$ cat config.mk
export PLATFORM = sky130hd
export DESIGN_NAME = tmr_chan_engine
export DESIGN_NICKNAME = d
export VERILOG_FILES = /design/src/rtl/tmr_chan_pkg.sv /design/src/rtl/tmr_prescale.sv /design/src/rtl/tmr_quad.sv /design/src/rtl/tmr_event.sv /design/src/rtl/tmr_chan_engine.sv
export SDC_FILE = /design/constraint.sdc
export NUM_CORES = 1
export LEC_CHECK = 0
export ABC_AREA = 1
export BUFFER_PORTS_ARGS = -buffer_cell sky130_fd_sc_hd__buf_2
export CAP_MARGIN = 20
export CORE_MARGIN = 3
export CORE_UTILIZATION = 39
export CTS_CLUSTER_SIZE = 10
export DETAILED_ROUTE_END_ITERATION = 10
export GPL_TIMING_DRIVEN = 0
export HOLD_SLACK_MARGIN = 0.1
export PLACE_DENSITY = 0.57
export SKIP_LAST_GASP = 1
export SLEW_MARGIN = 10
export SYNTH_ARGS = -nofsm -noshare
export SYNTH_HDL_FRONTEND = slang
export SYNTH_HIERARCHICAL = 1
export SYNTH_SLANG_ARGS = --single-unit
$ cat constraint.sdc
create_clock -name clk -period 7.55 [get_ports clk]
set_clock_uncertainty 0.1 [all_clocks]
set_input_delay 1.1325 -clock clk [delete_from_list [all_inputs] [get_ports clk]]
set_output_delay 1.1325 -clock clk [all_outputs]
set_load 0.01 [all_outputs]
$ cat src/rtl/tmr_chan_pkg.sv
package tmr_chan_pkg;

    typedef enum logic [2:0] {
        MD_STOP  = 3'd0,
        MD_RISE  = 3'd1,
        MD_BOTH  = 3'd2,
        MD_GATED = 3'd3,
        MD_QUAD  = 3'd4,
        MD_DIR   = 3'd5,
        MD_TRIG  = 3'd6,
        MD_CASC  = 3'd7
    } cnt_mode_e;

    typedef enum logic [1:0] {
        PL_NONE    = 2'd0,
        PL_ON_CMP1 = 2'd1,
        PL_ON_CMP2 = 2'd2,
        PL_RSVD    = 2'd3
    } preload_e;

    typedef struct packed {
        logic      dbg_force;  // 15
        logic      dbg_halt;   // 14
        preload_e  pl2;        // 13:12
        preload_e  pl1;        // 11:10
        logic      down;       // 9
        cnt_mode_e mode;       // 8:6
        logic [1:0] ssrc;      // 5:4
        logic [3:0] psrc;      // 3:0
    } ctrl_t;

    localparam int FLG_W    = 5;
    localparam int FLG_CMP  = 0;
    localparam int FLG_CMP1 = 1;
    localparam int FLG_CMP2 = 2;
    localparam int FLG_OVF  = 3;
    localparam int FLG_EDGE = 4;

    localparam int RA_CTRL = 0;
    localparam int RA_LOAD = 1;
    localparam int RA_CMP1 = 2;
    localparam int RA_CMP2 = 3;
    localparam int RA_PRE1 = 4;
    localparam int RA_PRE2 = 5;
    localparam int RA_CNT  = 6;
    localparam int RA_CLR  = 7;
    localparam int RA_IEN  = 8;

endpackage

$ cat src/rtl/tmr_prescale.sv
module tmr_prescale #(
    parameter  int STAGES = 8,
    localparam int DIV_W  = (STAGES > 1) ? STAGES - 1 : 1,
    localparam int SEL_W  = (STAGES > 1) ? $clog2(STAGES) : 1
) (
    input  logic             clk,
    input  logic             rst_n,
    input  logic [SEL_W-1:0] sel_i,
    output logic             tick_o
);
    logic [DIV_W-1:0]  div_d, div_q;
    logic [STAGES-1:0] taps;

    always_comb begin
        div_d = div_q + DIV_W'(1);
    end

    always_ff @(posedge clk or negedge rst_n) begin
        if (!rst_n) div_q <= '0;
        else        div_q <= div_d;
    end

    assign taps[0] = 1'b1;
    generate
        for (genvar k = 1; k < STAGES; k++) begin : g_tap
            assign taps[k] = &div_q[k-1:0];
        end
    endgenerate

    assign tick_o = taps[sel_i];
endmodule

$ cat src/rtl/tmr_quad.sv
module tmr_quad (
    input  logic [1:0] prev_i,
    input  logic [1:0] now_i,
    output logic       step_o,
    output logic       down_o
);
    function automatic logic [1:0] phase(input logic [1:0] ab);
        return {ab[1], ab[1] ^ ab[0]};
    endfunction

    logic [1:0] delta;

    always_comb begin
        delta  = phase(now_i) - phase(prev_i);
        step_o = (delta == 2'd1) || (delta == 2'd3);
        down_o = (delta == 2'd3);
    end
endmodule

$ cat src/rtl/tmr_event.sv
module tmr_event
    import tmr_chan_pkg::*;
#(
    parameter  int N_PIN  = 4,
    parameter  int N_CHAN = 4,
    localparam int N_SRC  = N_PIN + N_CHAN,
    localparam int SRC_IW = $clog2(N_SRC)
) (
    input  ctrl_t              ctrl_i,
    input  logic [N_SRC-1:0]   now_i,
    input  logic [N_SRC-1:0]   prev_i,
    input  logic               tick_i,
    input  logic               run_i,
    output logic               evt_o,
    output logic               down_o,
    output logic               sec_rise_o
);
    logic [SRC_IW-1:0] p_idx, s_idx;
    logic p_now, p_prev, s_now, s_prev, from_pin;
    logic p_rise, p_both, p_lvl;
    logic q_step, q_down;

    always_comb begin
        p_idx    = ctrl_i.psrc[SRC_IW-1:0];
        s_idx    = SRC_IW'(ctrl_i.ssrc);
        p_now    = now_i[p_idx];
        p_prev   = prev_i[p_idx];
        s_now    = now_i[s_idx];
        s_prev   = prev_i[s_idx];
        from_pin = int'(ctrl_i.psrc) < N_SRC;
        p_rise   = from_pin ? (p_now & ~p_prev) : tick_i;
        p_both   = from_pin ? (p_now ^ p_prev)  : tick_i;
        p_lvl    = from_pin ? p_now : tick_i;
    end

    tmr_quad u_quad (
        .prev_i ({p_prev, s_prev}),
        .now_i  ({p_now, s_now}),
        .step_o (q_step),
        .down_o (q_down)
    );

    always_comb begin
        evt_o      = 1'b0;
        down_o     = ctrl_i.down;
        sec_rise_o = s_now & ~s_prev;
        unique case (ctrl_i.mode)
            MD_STOP:  evt_o = 1'b0;
            MD_RISE:  evt_o = p_rise;
            MD_BOTH:  evt_o = p_both;
            MD_GATED: evt_o = p_rise & s_now;
            MD_QUAD: begin
                evt_o  = q_step;
                down_o = q_down;
            end
            MD_DIR: begin
                evt_o  = p_rise;
                down_o = s_now;
            end
            MD_TRIG:  evt_o = p_rise & run_i;
            MD_CASC:  evt_o = p_lvl;
            default:  evt_o = 1'b0;
        endcase
    end
endmodule

$ cat src/rtl/tmr_chan_engine.sv
module tmr_chan_engine
    import tmr_chan_pkg::*;
#(
    parameter  int CNT_W      = 16,
    parameter  int N_PIN      = 4,
    parameter  int N_CHAN     = 4,
    parameter  int ADDR_W     = 4,
    parameter  int PSC_STAGES = 8,
    localparam int N_SRC      = N_PIN + N_CHAN,
    localparam int SEL_W      = (PSC_STAGES > 1) ? $clog2(PSC_STAGES) : 1
) (
    input  logic              clk,
    input  logic              rst_n,
    input  logic [N_PIN-1:0]  pin_i,
    input  logic [N_CHAN-1:0] chan_i,
    input  logic              dbg_i,
    input  logic              wr_en_i,
    input  logic [ADDR_W-1:0] wr_addr_i,
    input  logic [CNT_W-1:0]  wr_data_i,
    output logic [CNT_W-1:0]  count_o,
    output logic [FLG_W-1:0]  flags_o,
    output logic              irq_o,
    output logic              cmp_o
);
    typedef struct packed {
        ctrl_t             ctrl;
        logic [CNT_W-1:0]  load;
        logic [CNT_W-1:0]  cmp1;
        logic [CNT_W-1:0]  cmp2;
        logic [CNT_W-1:0]  pre1;
        logic [CNT_W-1:0]  pre2;
        logic [CNT_W-1:0]  cnt;
        logic [FLG_W-1:0]  flags;
        logic [FLG_W-1:0]  ien;
        logic [N_SRC-1:0]  src;
        logic              run;
        logic              cmp_pls;
    } state_t;

    state_t st_d, st_q;

    logic [N_SRC-1:0] raw_now;
    logic tick, ev_evt, ev_down, sec_rise;
    logic evt, hit1, hit2, ovf;
    logic [FLG_W-1:0] set_vec;

    // signals seen by the bound checker
    logic [2:0] cur_mode;
    logic [1:0] cur_dbg;

    assign raw_now = {chan_i, pin_i};

    tmr_prescale #(.STAGES(PSC_STAGES)) u_psc (
        .clk    (clk),
        .rst_n  (rst_n),
        .sel_i  (st_q.ctrl.psrc[SEL_W-1:0]),
        .tick_o (tick)
    );

    tmr_event #(.N_PIN(N_PIN), .N_CHAN(N_CHAN)) u_evt (
        .ctrl_i     (st_q.ctrl),
        .now_i      (raw_now),
        .prev_i     (st_q.src),
        .tick_i     (tick),
        .run_i      (st_q.run),
        .evt_o      (ev_evt),
        .down_o     (ev_down),
        .sec_rise_o (sec_rise)
    );

    always_comb begin
        st_d     = st_q;
        st_d.src = raw_now;

        evt  = ev_evt & ~(dbg_i & st_q.ctrl.dbg_halt);
        hit1 = evt & ~ev_down & (st_q.cnt == st_q.cmp1);
        hit2 = evt &  ev_down & (st_q.cnt == st_q.cmp2);
        ovf  = 1'b0;

        if (hit1 || hit2) begin
            st_d.cnt = st_q.load;
        end else if (evt && ev_down) begin
            ovf      = (st_q.cnt == '0);
            st_d.cnt = st_q.cnt - CNT_W'(1);
        end else if (evt) begin
            ovf      = (st_q.cnt == '1);
            st_d.cnt = st_q.cnt + CNT_W'(1);
        end

        set_vec           = '0;
        set_vec[FLG_CMP]  = hit1 | hit2;
        set_vec[FLG_CMP1] = hit1;
        set_vec[FLG_CMP2] = hit2;
        set_vec[FLG_OVF]  = ovf;
        set_vec[FLG_EDGE] = sec_rise;

        if (st_q.ctrl.mode != MD_TRIG || hit1 || hit2) st_d.run = 1'b0;
        else if (sec_rise)                             st_d.run = 1'b1;

        if ((st_q.ctrl.pl1 == PL_ON_CMP1 && hit1) || (st_q.ctrl.pl1 == PL_ON_CMP2 && hit2))
            st_d.cmp1 = st_q.pre1;
        if ((st_q.ctrl.pl2 == PL_ON_CMP1 && hit1) || (st_q.ctrl.pl2 == PL_ON_CMP2 && hit2))
            st_d.cmp2 = st_q.pre2;

        st_d.cmp_pls = (hit1 | hit2) & ~(dbg_i & st_q.ctrl.dbg_force);

        if (wr_en_i) begin
            unique case (int'(wr_addr_i))
                RA_CTRL: st_d.ctrl  = ctrl_t'(wr_data_i[15:0]);
                RA_LOAD: st_d.load  = wr_data_i;
                RA_CMP1: st_d.cmp1  = wr_data_i;
                RA_CMP2: st_d.cmp2  = wr_data_i;
                RA_PRE1: st_d.pre1  = wr_data_i;
                RA_PRE2: st_d.pre2  = wr_data_i;
                RA_CNT:  st_d.cnt   = wr_data_i;
                RA_CLR:  st_d.flags = st_q.flags & ~wr_data_i[FLG_W-1:0];
                RA_IEN:  st_d.ien   = wr_data_i[FLG_W-1:0];
                default: ;
            endcase
        end
        st_d.flags = st_d.flags | set_vec;
    end

    always_ff @(posedge clk or negedge rst_n) begin
        if (!rst_n) st_q <= '0;
        else        st_q <= st_d;
    end

    assign count_o  = st_q.cnt;
    assign flags_o  = st_q.flags;
    assign irq_o    = |(st_q.flags & st_q.ien);
    assign cmp_o    = st_q.cmp_pls;
    assign cur_mode = st_q.ctrl.mode;
    assign cur_dbg  = {st_q.ctrl.dbg_force, st_q.ctrl.dbg_halt};
endmodule

Yosys cells after proc, flatten, opt, wreduce, memory -nomap -nowiden
Index checks and enable logic that the tools add are counted.
- output and inout port bits: 23
- input port bits: 32
- bits in registers: 139
- logic and storage cells: 138
- equality and inequality tests: 25
- add/sub/neg operators: 4
- magnitude comparators: 3
- bitwise gates (word level): 25
- reductions and logical operators: 28
- mux-type cells: 33
- operators by type and width (kind ; count):
    two-way mux 16 bit ; 10
    two-way mux 90 bit ; 1
    equality test 16 bit ; 2
    adder 16 x 1 -> 16 bit, second input constant ; 1
    equality test 16 bit, second input constant ; 1
    equality test 4 x 3 -> 1 bit, second input constant ; 4
    logical NOT 16 bit ; 1
    subtractor 16 x 1 -> 16 bit, second input constant ; 1
    two-way mux 1 bit ; 13
    AND 1 bit ; 12
    equality test 3 bit, second input constant ; 4
    AND reduction 2 bit ; 6
    AND 5 bit ; 2
    two-way mux 5 bit ; 2
    binary-select mux 1 bit (select 3 bit) ; 3
    equality test 4 x 2 -> 1 bit, second input constant ; 2
    adder 7 x 1 -> 7 bit, second input constant ; 1
    one-hot mux 1 bit (7 select lines) ; 1
    AND reduction 7 bit ; 1
    equality test 2 x 1 -> 1 bit, second input constant ; 3
    equality test 2 bit, second input constant ; 3
    equality test 3 x 2 -> 1 bit, second input constant ; 2
    logical OR 1 bit ; 6
    AND reduction 6 bit ; 1
    24 further kinds ; 35

Depth between registers and ports, before layout
Gate-level depths: netlist of the first run.
- word-level depth: 16
- mapped depth: 27
- gate-level depth less buffers: 25

Modules after synthesis
The synthesis of the first run kept the hierarchy.
- modules (own cells, without submodules) (module ; instances ; seq. area each (um^2) ; area each (um^2) ; cells each):
    tmr_chan_engine ; 1 ; 3303.2 ; 7576.0 ; 1053
    tmr_event ; 1 ; 0.0 ; 419.2 ; 85
    tmr_prescale ; 1 ; 175.2 ; 375.4 ; 44
    tmr_quad ; 1 ; 0.0 ; 77.6 ; 14

Worst setup path after synthesis of the first run
OpenSTA, ideal clock, no wires.
- path type: in2reg
- start: input port pin_i[3]
- end: register st_q[89] in the netlist's numbering
- setup slack: 3.883 ns
- stages on the path: 22
- path buffers: 1
- required time: 7.332 ns
- setup time: 0.118 ns
- arrival time: 3.449 ns
- cells stage by stage: inv_1 nand2_1 nand3_1 nand3_1 and2_1 xnor2_1 ha_1 inv_1 nand4_1 nand2_1 a21oi_1 nand2_1 nand2_4 nor2_4 inv_2 nor2_4 nand4_4 nand2_4 buf_12 nand2_2 nand3_1 nand2_1
- RTL lines (element ; RTL line ; source):
    start: declaration ; tmr_chan_engine.sv:14 ; input logic [N_PIN-1:0] pin_i,
    end signal: assignment ; tmr_chan_engine.sv:126 ; else st_q <= st_d;
    end: declaration ; tmr_chan_engine.sv:40 ; state_t st_d, st_q;

==> key figures, run 1 <==
STA
  • Post-route setup slack: around 3.3 ns
  • RSZ-0062 raised after global routing: no
  • Max Slew Vio Count: 0
  • Peak Freq: between 0.2 and 0.25 GHz
  • Relative slew margins: a little under three fifths
  • Minimum clock period: 4.24 ns
  • Setup TNS: 0 ns
  • Fin crit share: a little under three fifths
  • Final Setup Violations: 0
  • Final hold viol count: 0
  • Worst-margin pin slew: between 0.6 and 0.7 ns

Clocking
  • CTS tree: built
  • Hold Buf Count CTS: 0
  • Skew-Pair Late Insertion Delay: roughly 0.43 ns
  • Post-CTS setup buffer count: 0
  • CTS resizes: 0
  • Clock Tree Buf Depth: 2
  • Cts bufs inserted: 17
  • CTS Sinks: roughly 140
  • Clock root buffer: clkbuf_16
  • Max H-tree Level: 4
  • Clock slew seen by the registers of the worst setup and hold paths: about 0.060 ns

Detailed routing
  • Detailed-route wire length: around 26000 um
  • Routed Antenna Nets: 0
  • Via count: ~7600
  • DR pass1 iterations: 5
  • Vias/cell: about 4.9
  • DRC: 0
  • DRT iter0 DRCs: roughly 630
  • Drt wl/cell: ~16 um

Global route
  • Total congestion overflow: 0
  • Initial antenna violation count: 0
  • Largest net degree at the start of global routing: 73
  • Total track usage: a little under a quarter
  • Global-route wire length before repair: 41500 um
  • Vias in the first global route: roughly 7300

Floorplanning
  • Initial Util: 39.9%
  • Die Wd: 153 um
  • Core ar.: about 21000 um2
  • Num rows: between 50 and 60
  • Die span in y: between 150 and 200 um
  • # IOs: 55
  • Die area: roughly 23000 um2

Worst setup path
  • Crit. End Element: register
  • Critical-path cell list: buf_2, inv_1, nand2_1, nand3_1, nand3_1, and2_1, xnor2_1, ha_1, nand3_1, nand2_1, nor2_2, nand4_1, nand3_1, nor2_4, nand2_1, nor2_1, nand3_2, nand2_4, buf_6, nand2_1, nand3_1, nand2_1, inv_1
  • CP Data Required Time: 7.81 ns
  • Reg2reg end: count_o[8]
  • Slowest stage delay, CP: roughly 0.47 ns
  • R2R depth: 23
  • FF-to-FF setup slack: 3.48 ns
  • CP Launch Type: primary input
  • Crit Path Class: primary input to register
  • RR Startpoint: st_q[116]
  • CP Max Fanout: 10
  • WP data arrival: 4.51 ns
  • CP max stage cell: nand3_1

Yosys
  • Post-synth cell types: 38
  • Cells after Synth: between 1000 and 1500
  • Largest family of logic cells by synthesized area: simple AND/OR/NAND/NOR gates
  • Synth Area in Simple Gates: a little under two fifths
  • Synth area leader: dfrtp_1
  • Synth warnings: 6
  • Synth Register Bits: ~140
  • Multiplexer share of the synthesized area: 0%
  • Compound-Gate Fraction of Synth Area: about 6.9%
  • Net Count, Synth: around 1200
  • Post-synth ARST share: 100%
  • Post-Synth XOR/XNOR Area: ~1.4%
  • Post-synthesis adder-cell area fraction: less than 1%
  • Post-synth EDFFs: 0
  • Cell area after synthesis: approximately 8400 um2
  • Seq/Total Area, Yosys: between 40% and 50%
  • Synth top area share: around two fifths
  • Avg Cell Area, Syn: between 7 and 8 um2
  • Ranking of synthesized cells by area: dfrtp_1 41%, nand2_1 18%, nand3_1 7.8%
  • Top FF cell, synth: dfrtp_1

Hold path
  • Hold Path Origin: u_psc/div_q[6]
  • Worst hold-check path type: register to register
  • Worst Hold End: u_psc/div_q[6]
  • Hold depth: 1

Layout
  • Layout area overhead: 14.9%
  • Layout Nets: ~1300
  • Most common cell after layout, fill and taps aside: nand2_1
  • Layout cells sized above 1: 17.1%
  • # diodes: 0
  • Multi-input gate area: about 4000 um2
  • Most frequent cells in the layout: 398 x nand2_1, 140 x inv_1, 139 x dfrtp_1, 131 x nand3_1, 91 x o21ai_0
  • Register area: between 3000 and 4000 um2
  • Final core utilization: between 40% and 50%
  • # fillers: 2191

Power and ir drop
  • Leak: 0.00511 uW
  • Sw frac: 40.0%
  • Max VDD drop: ~0.00021 V
  • Final Power: ~3000 uW
  • Clock power share: 28.5%
  • Flop pwr share: 34.3%
  • Power Dens Cells: about 310 nW/um2
  • P_int: between 1500 and 2000 uW
  • Sw power: ~1200 uW
  • Gate power share: around 37%

Placed design
  • Post-detail-place hpwl: 20100 um
  • GPL Wtd Cong: between 0.9 and 1
  • Dpl ws: 2.90 ns
  • Number of port buffers: 54

Job
  • Maximum Capacitance Violations: 0

Status
  • Status: finished clean
## layout make-up
class | count | share of cell area [%]
clock buffers | 18 | 4.52
plain buffers | 56 | 3.76
flip-flops and latches | 139 | 35.8
inverters | 164 | 6.42
multi-input cells | 837 | 41.0
repair buffers | 55 | 3.17
well taps | 275 | 3.55
clock inverters | 13 | 1.71
## worst max path at each step
stage                        start          end  slack, ns
after floorplan           pin_i[3]     st_q[89]       3.88
after global placement    pin_i[2]  count_o[13]       2.89
after detailed placement  pin_i[3]  count_o[13]       2.90
after CTS                 pin_i[3]  count_o[13]       3.33
after global routing      pin_i[1]  count_o[13]       2.94
final                     pin_i[3]   count_o[8]       3.31
## power groups by stage
stage          Combinational (uW)  Clock [uW]  Sequential, uW
4_1_cts                      1130         878            1040
2_1_floorplan                 816           0            1000
6_report                     1130         867            1040
3_3_place_gp                 1120           0            1050
5_1_grt                      1290         913            1060
3_5_place_dp                 1130           0            1050
## registers in the layout (all words and copies together), names as in the netlist
name and flops:
st_q 105, count_o 16, u_psc/div_q 7, flags_o 5, cur_mode 3, cur_dbg 2
cmp_o 1
## worst max-delay path: cells and delay by family
kind | cells | cell delay [ns]
adder cells (fa/ha/maj) | 1 | 0.18
buffers and inverters | 4 | 0.40
XOR/XNOR | 1 | 0.17
AND/OR/NAND/NOR | 17 | 2.59
## per-stage QoR
step           hold WS [ns]  instances  area [um2]
2_1_floorplan         0.321       1196        8450
3_3_place_gp          0.361       1525        9060
3_5_place_dp          0.368       1526        9100
4_1_cts               0.387       1557        9710
5_1_grt               0.398       1557        9710
6_report              0.381       1557        9710
## synth_stat cells (all sizes together) (4+ instances only)
library cell,number
nand2,438
inv,162
dfrtp,139
nand3,136
nor2,107
o21ai,94
buf,39
nand4,21
clkbuf,17
a21oi,12
xor2,9
ha,6
xnor2,4
## kinds of logic (layout without fill, tap and decap cells)
kind of cell | after synthesis | count (layout)
AND/OR/NAND/NOR | 707 | 707
buffers and inverters | 220 | 306
flip-flops | 139 | 139
AO/OA/AOI/OAI | 111 | 111
XOR/XNOR | 13 | 13
adder cells (fa/ha/maj) | 6 | 6
## routing by layer
| layer | GRT usage (%) | wire, um |
|---|---|---|
| met5 | 0 | 0 |
| met4 | 5.77 | 524 |
| met3 | 3.60 | 1100 |
| met2 | 36.6 | 12000 |
| met1 | 31.7 | 12000 |
No activity file was read; power rests on OpenSTA's default activity.
==> run 2: changes to the inputs <==
- clock period: 7.55 -> 4.2 ns (I/O delays scaled with it)
==> run 2 against run 1 <==
  * Worst setup slack got worse by 3.0 ns
  * Via count shrank 0.31%
  * Combinational power is 81% higher
  * Critical path type is now register to register
  * Largest cell class unchanged
  * Largest power group unchanged
  * Highest routed layer unchanged
==> key figures, run 2 (synthesized netlist as in run 1, its figures left out) <==
Floorplanning
  • # IOs: 55 (unchanged)
  • Die Wd: 153 um (unchanged)
  • Num rows: 53 (unchanged)
  • Initial Util: 39.9% (unchanged)
  • Die span in y: 153 um (unchanged)
  • Die area: 23500 um2 (unchanged)
  • Core ar.: 21200 um2 (unchanged)

Layout
  • Layout Nets: 1309 (was 1308)
  • Multi-input gate area: 3990 um2 (was 3980 um2)
  • Register area: 3480 um2 (unchanged)
  • Biggest register: st_q (unchanged)
  • # fillers: 2190 (was 2191)
  • Fin area: 9720 um2 (was 9710 um2)
  • Most frequent cells in the layout: 397 x nand2_1, 140 x inv_1, 139 x dfrtp_1, 130 x nand3_1, 91 x o21ai_0 (was 398 x nand2_1, 140 x inv_1, 139 x dfrtp_1, 131 x nand3_1, 91 x o21ai_0)
  • Most common cell after layout, fill and taps aside: nand2_1 (unchanged)
  • Max FFs per register: 105 (unchanged)
  • Layout cells sized above 1: 17.2% (was 17.1%)
  • Layout area overhead: 15.1% (was 14.9%)
  • # diodes: 0 (unchanged)

Worst setup path
  • CP Data Required Time: 4.46 ns (was 7.81 ns)
  • Crit. End Element: register (unchanged)
  • CP Max Fanout: 10 (unchanged)
  • Reg2reg end: count_o[8] (unchanged)
  • WP data arrival: 4.13 ns (was 4.51 ns)
  • FF-to-FF setup slack: 0.33 ns (was 3.48 ns)
  • R2R depth: 24 (was 23)
  • RR Startpoint: st_q[116] (unchanged)
  • Crit Path Class: register to register (was primary input to register)
  • CP Launch Type: register (was primary input)

Clocking
  • CTS Sinks: 139 (unchanged)
  • Max H-tree Level: 4 (unchanged)
  • Clock root buffer: clkbuf_16 (unchanged)
  • Clock slew seen by the registers of the worst setup and hold paths: 0.06 ns (about the same)
  • Skew-Pair Late Insertion Delay: 0.43 ns (about the same)
  • Cts bufs inserted: 17 (unchanged)
  • Clock Tree Buf Depth: 2 (unchanged)
  • CTS tree: built (unchanged)

Hold path
  • Worst Hold End: st_q[9] (was u_psc/div_q[6])
  • Hold depth: 1 (unchanged)
  • Hold Path Origin: chan_i[3] (was u_psc/div_q[6])
  • Worst hold-check path type: primary input to register (was register to register)

STA
  • Minimum clock period: approximately 3.9 ns
  • Post-route setup slack: 0.332 ns (was 3.31 ns)
  • Relative slew margins: 58.3% (was 57.5%)
  • Max Slew Vio Count: 0 (unchanged)
  • Worst hold slack: 0.222 ns (was 0.381 ns)
  • Worst-margin pin slew: 0.623 ns (was 0.635 ns)
  • Fin crit share: between 90% and 100%
  • Setup TNS: 0 ns (unchanged)
  • Final hold viol count: 0 (unchanged)
  • Peak Freq: 0.259 GHz
  • RSZ-0062 raised after global routing: yes (was no)
  • Final Setup Violations: 0 (unchanged)

Power and ir drop
  • Power Dens Cells: 563 nW/um2 (was 313 nW/um2)
  • Max VDD drop: 0.000375 V (was 0.000210 V)
  • Leak: 0.00512 uW (was 0.00511 uW)

Status
  • Status: finished clean (unchanged)

Placed design
  • Placed Area: 9100 um2 (unchanged)
  • Dpl ws: 0.0537 ns (was 2.90 ns)
  • Post-detail-place hpwl: 20100 um (unchanged)
  • Number of port buffers: 54 (unchanged)
  • GPL Wtd Cong: 0.958 (unchanged)

Global route
  • Largest net degree at the start of global routing: 73 (unchanged)
  • Total track usage: 22.6% (about the same)
  • Global-route wire length before repair: 41500 um (about the same)
  • Total congestion overflow: 0 (unchanged)
  • Vias in the first global route: 7332 (was 7322)
  • Initial antenna violation count: 0 (unchanged)

Detailed routing
  • Via count: 7621 (was 7645)
  • DRT iter0 DRCs: 603 (was 626)
  • Detailed-route wire length: 25700 um (about the same)
  • DR pass1 iterations: 5 (unchanged)
  • Vias/cell: 4.89 (was 4.91)
  • DRC: 0 (unchanged)
  • Routed Antenna Nets: 0 (unchanged)
  • Drt wl/cell: 16.5 um (about the same)

Job
  • Maximum Capacitance Violations: 0 (unchanged)
run 2: changes by cell type in the layout (fill, tap and decap cells not counted):
cell / delta
nand2_2: +1
dlygate4sd3_1: +1
nand3_1: -1
nand3_2: +1
nand2_1: -1
run 2: power by group:
part	leakage, uW	internal, uW	switching, uW
sequential	0.00171	1620	257
clock	0.000289	951	603
combinational	0.00313	713	1330
run 2: per-layer routing:
metal / GRT usage (%) / share of wire, % / wire, um / vias to the layer above
met5: 0 / 0 / 0 / -
met4: 5.77 / 1.9 / 499 / 0
met3: 3.60 / 4.2 / 1080 / 28
met2: 36.6 / 47 / 12000 / 154
met1: 31.7 / 47 / 12100 / 3577
li1: - / - / - / 3862
run 2: how the worst max path moves through the flow:
stage / from / endpoint / slack, ns / cells after the start
after detailed placement: pin_i[3] / count_o[13] / 0.05 / 25
after floorplan: pin_i[3] / st_q[89] / 1.04 / 22
after global placement: pin_i[2] / count_o[13] / 0.04 / 25
final: st_q[116] / count_o[8] / 0.33 / 24
after global routing: st_q[116] / count_o[13] / -0.005 / 25
after CTS: st_q[116] / count_o[13] / 0.14 / 25
run 2: critical path, stage by stage, from the launching register on:
cell and delay, ns:
dfrtp_1 0.44, buf_6 0.17, inv_8 0.07, nor2_2 0.04
o22ai_2 0.15, inv_1 0.06, o21ai_2 0.22, xor2_1 0.19
ha_1 0.27, inv_1 0.06, nand4_1 0.08, nand2_1 0.08
a21oi_1 0.05, nand2_2 0.23, nand2_4 0.14, nor2_4 0.17
nand2_1 0.08, nor2_1 0.13, nand3_2 0.36, nand2_4 0.21
buf_6 0.17, nand2_1 0.08, nand3_1 0.09, nand2_1 0.09
inv_1 0.06
run 2: per-stage QoR:
step	utilization [%]	std cells	total power (uW)
floorplan	-	1196	3270
global placement	42.8	1525	3890
detailed placement	43.0	1526	3920
CTS	45.9	1558	5490
global route	46.0	1558	5870
finish	46.0	1558	5470
run 2: area by class of cell:
class	count	area share, %
Multi-Input combinational cell	837	41.0
Sequential cell	139	35.8
Inverter	164	6.41
Clock buffer	18	4.52
Buffer	56	3.76
Tap cell	275	3.54
Timing Repair Buffer	56	3.27
Clock inverter	13	1.71
run 2: timing repair:
action                                  CTS  global route
hold buffers                              1             0
endpoints found under the setup margin    0            15
setup buffers                             0             0
endpoints found under the hold margin    12             0
gates resized for setup                   0             2
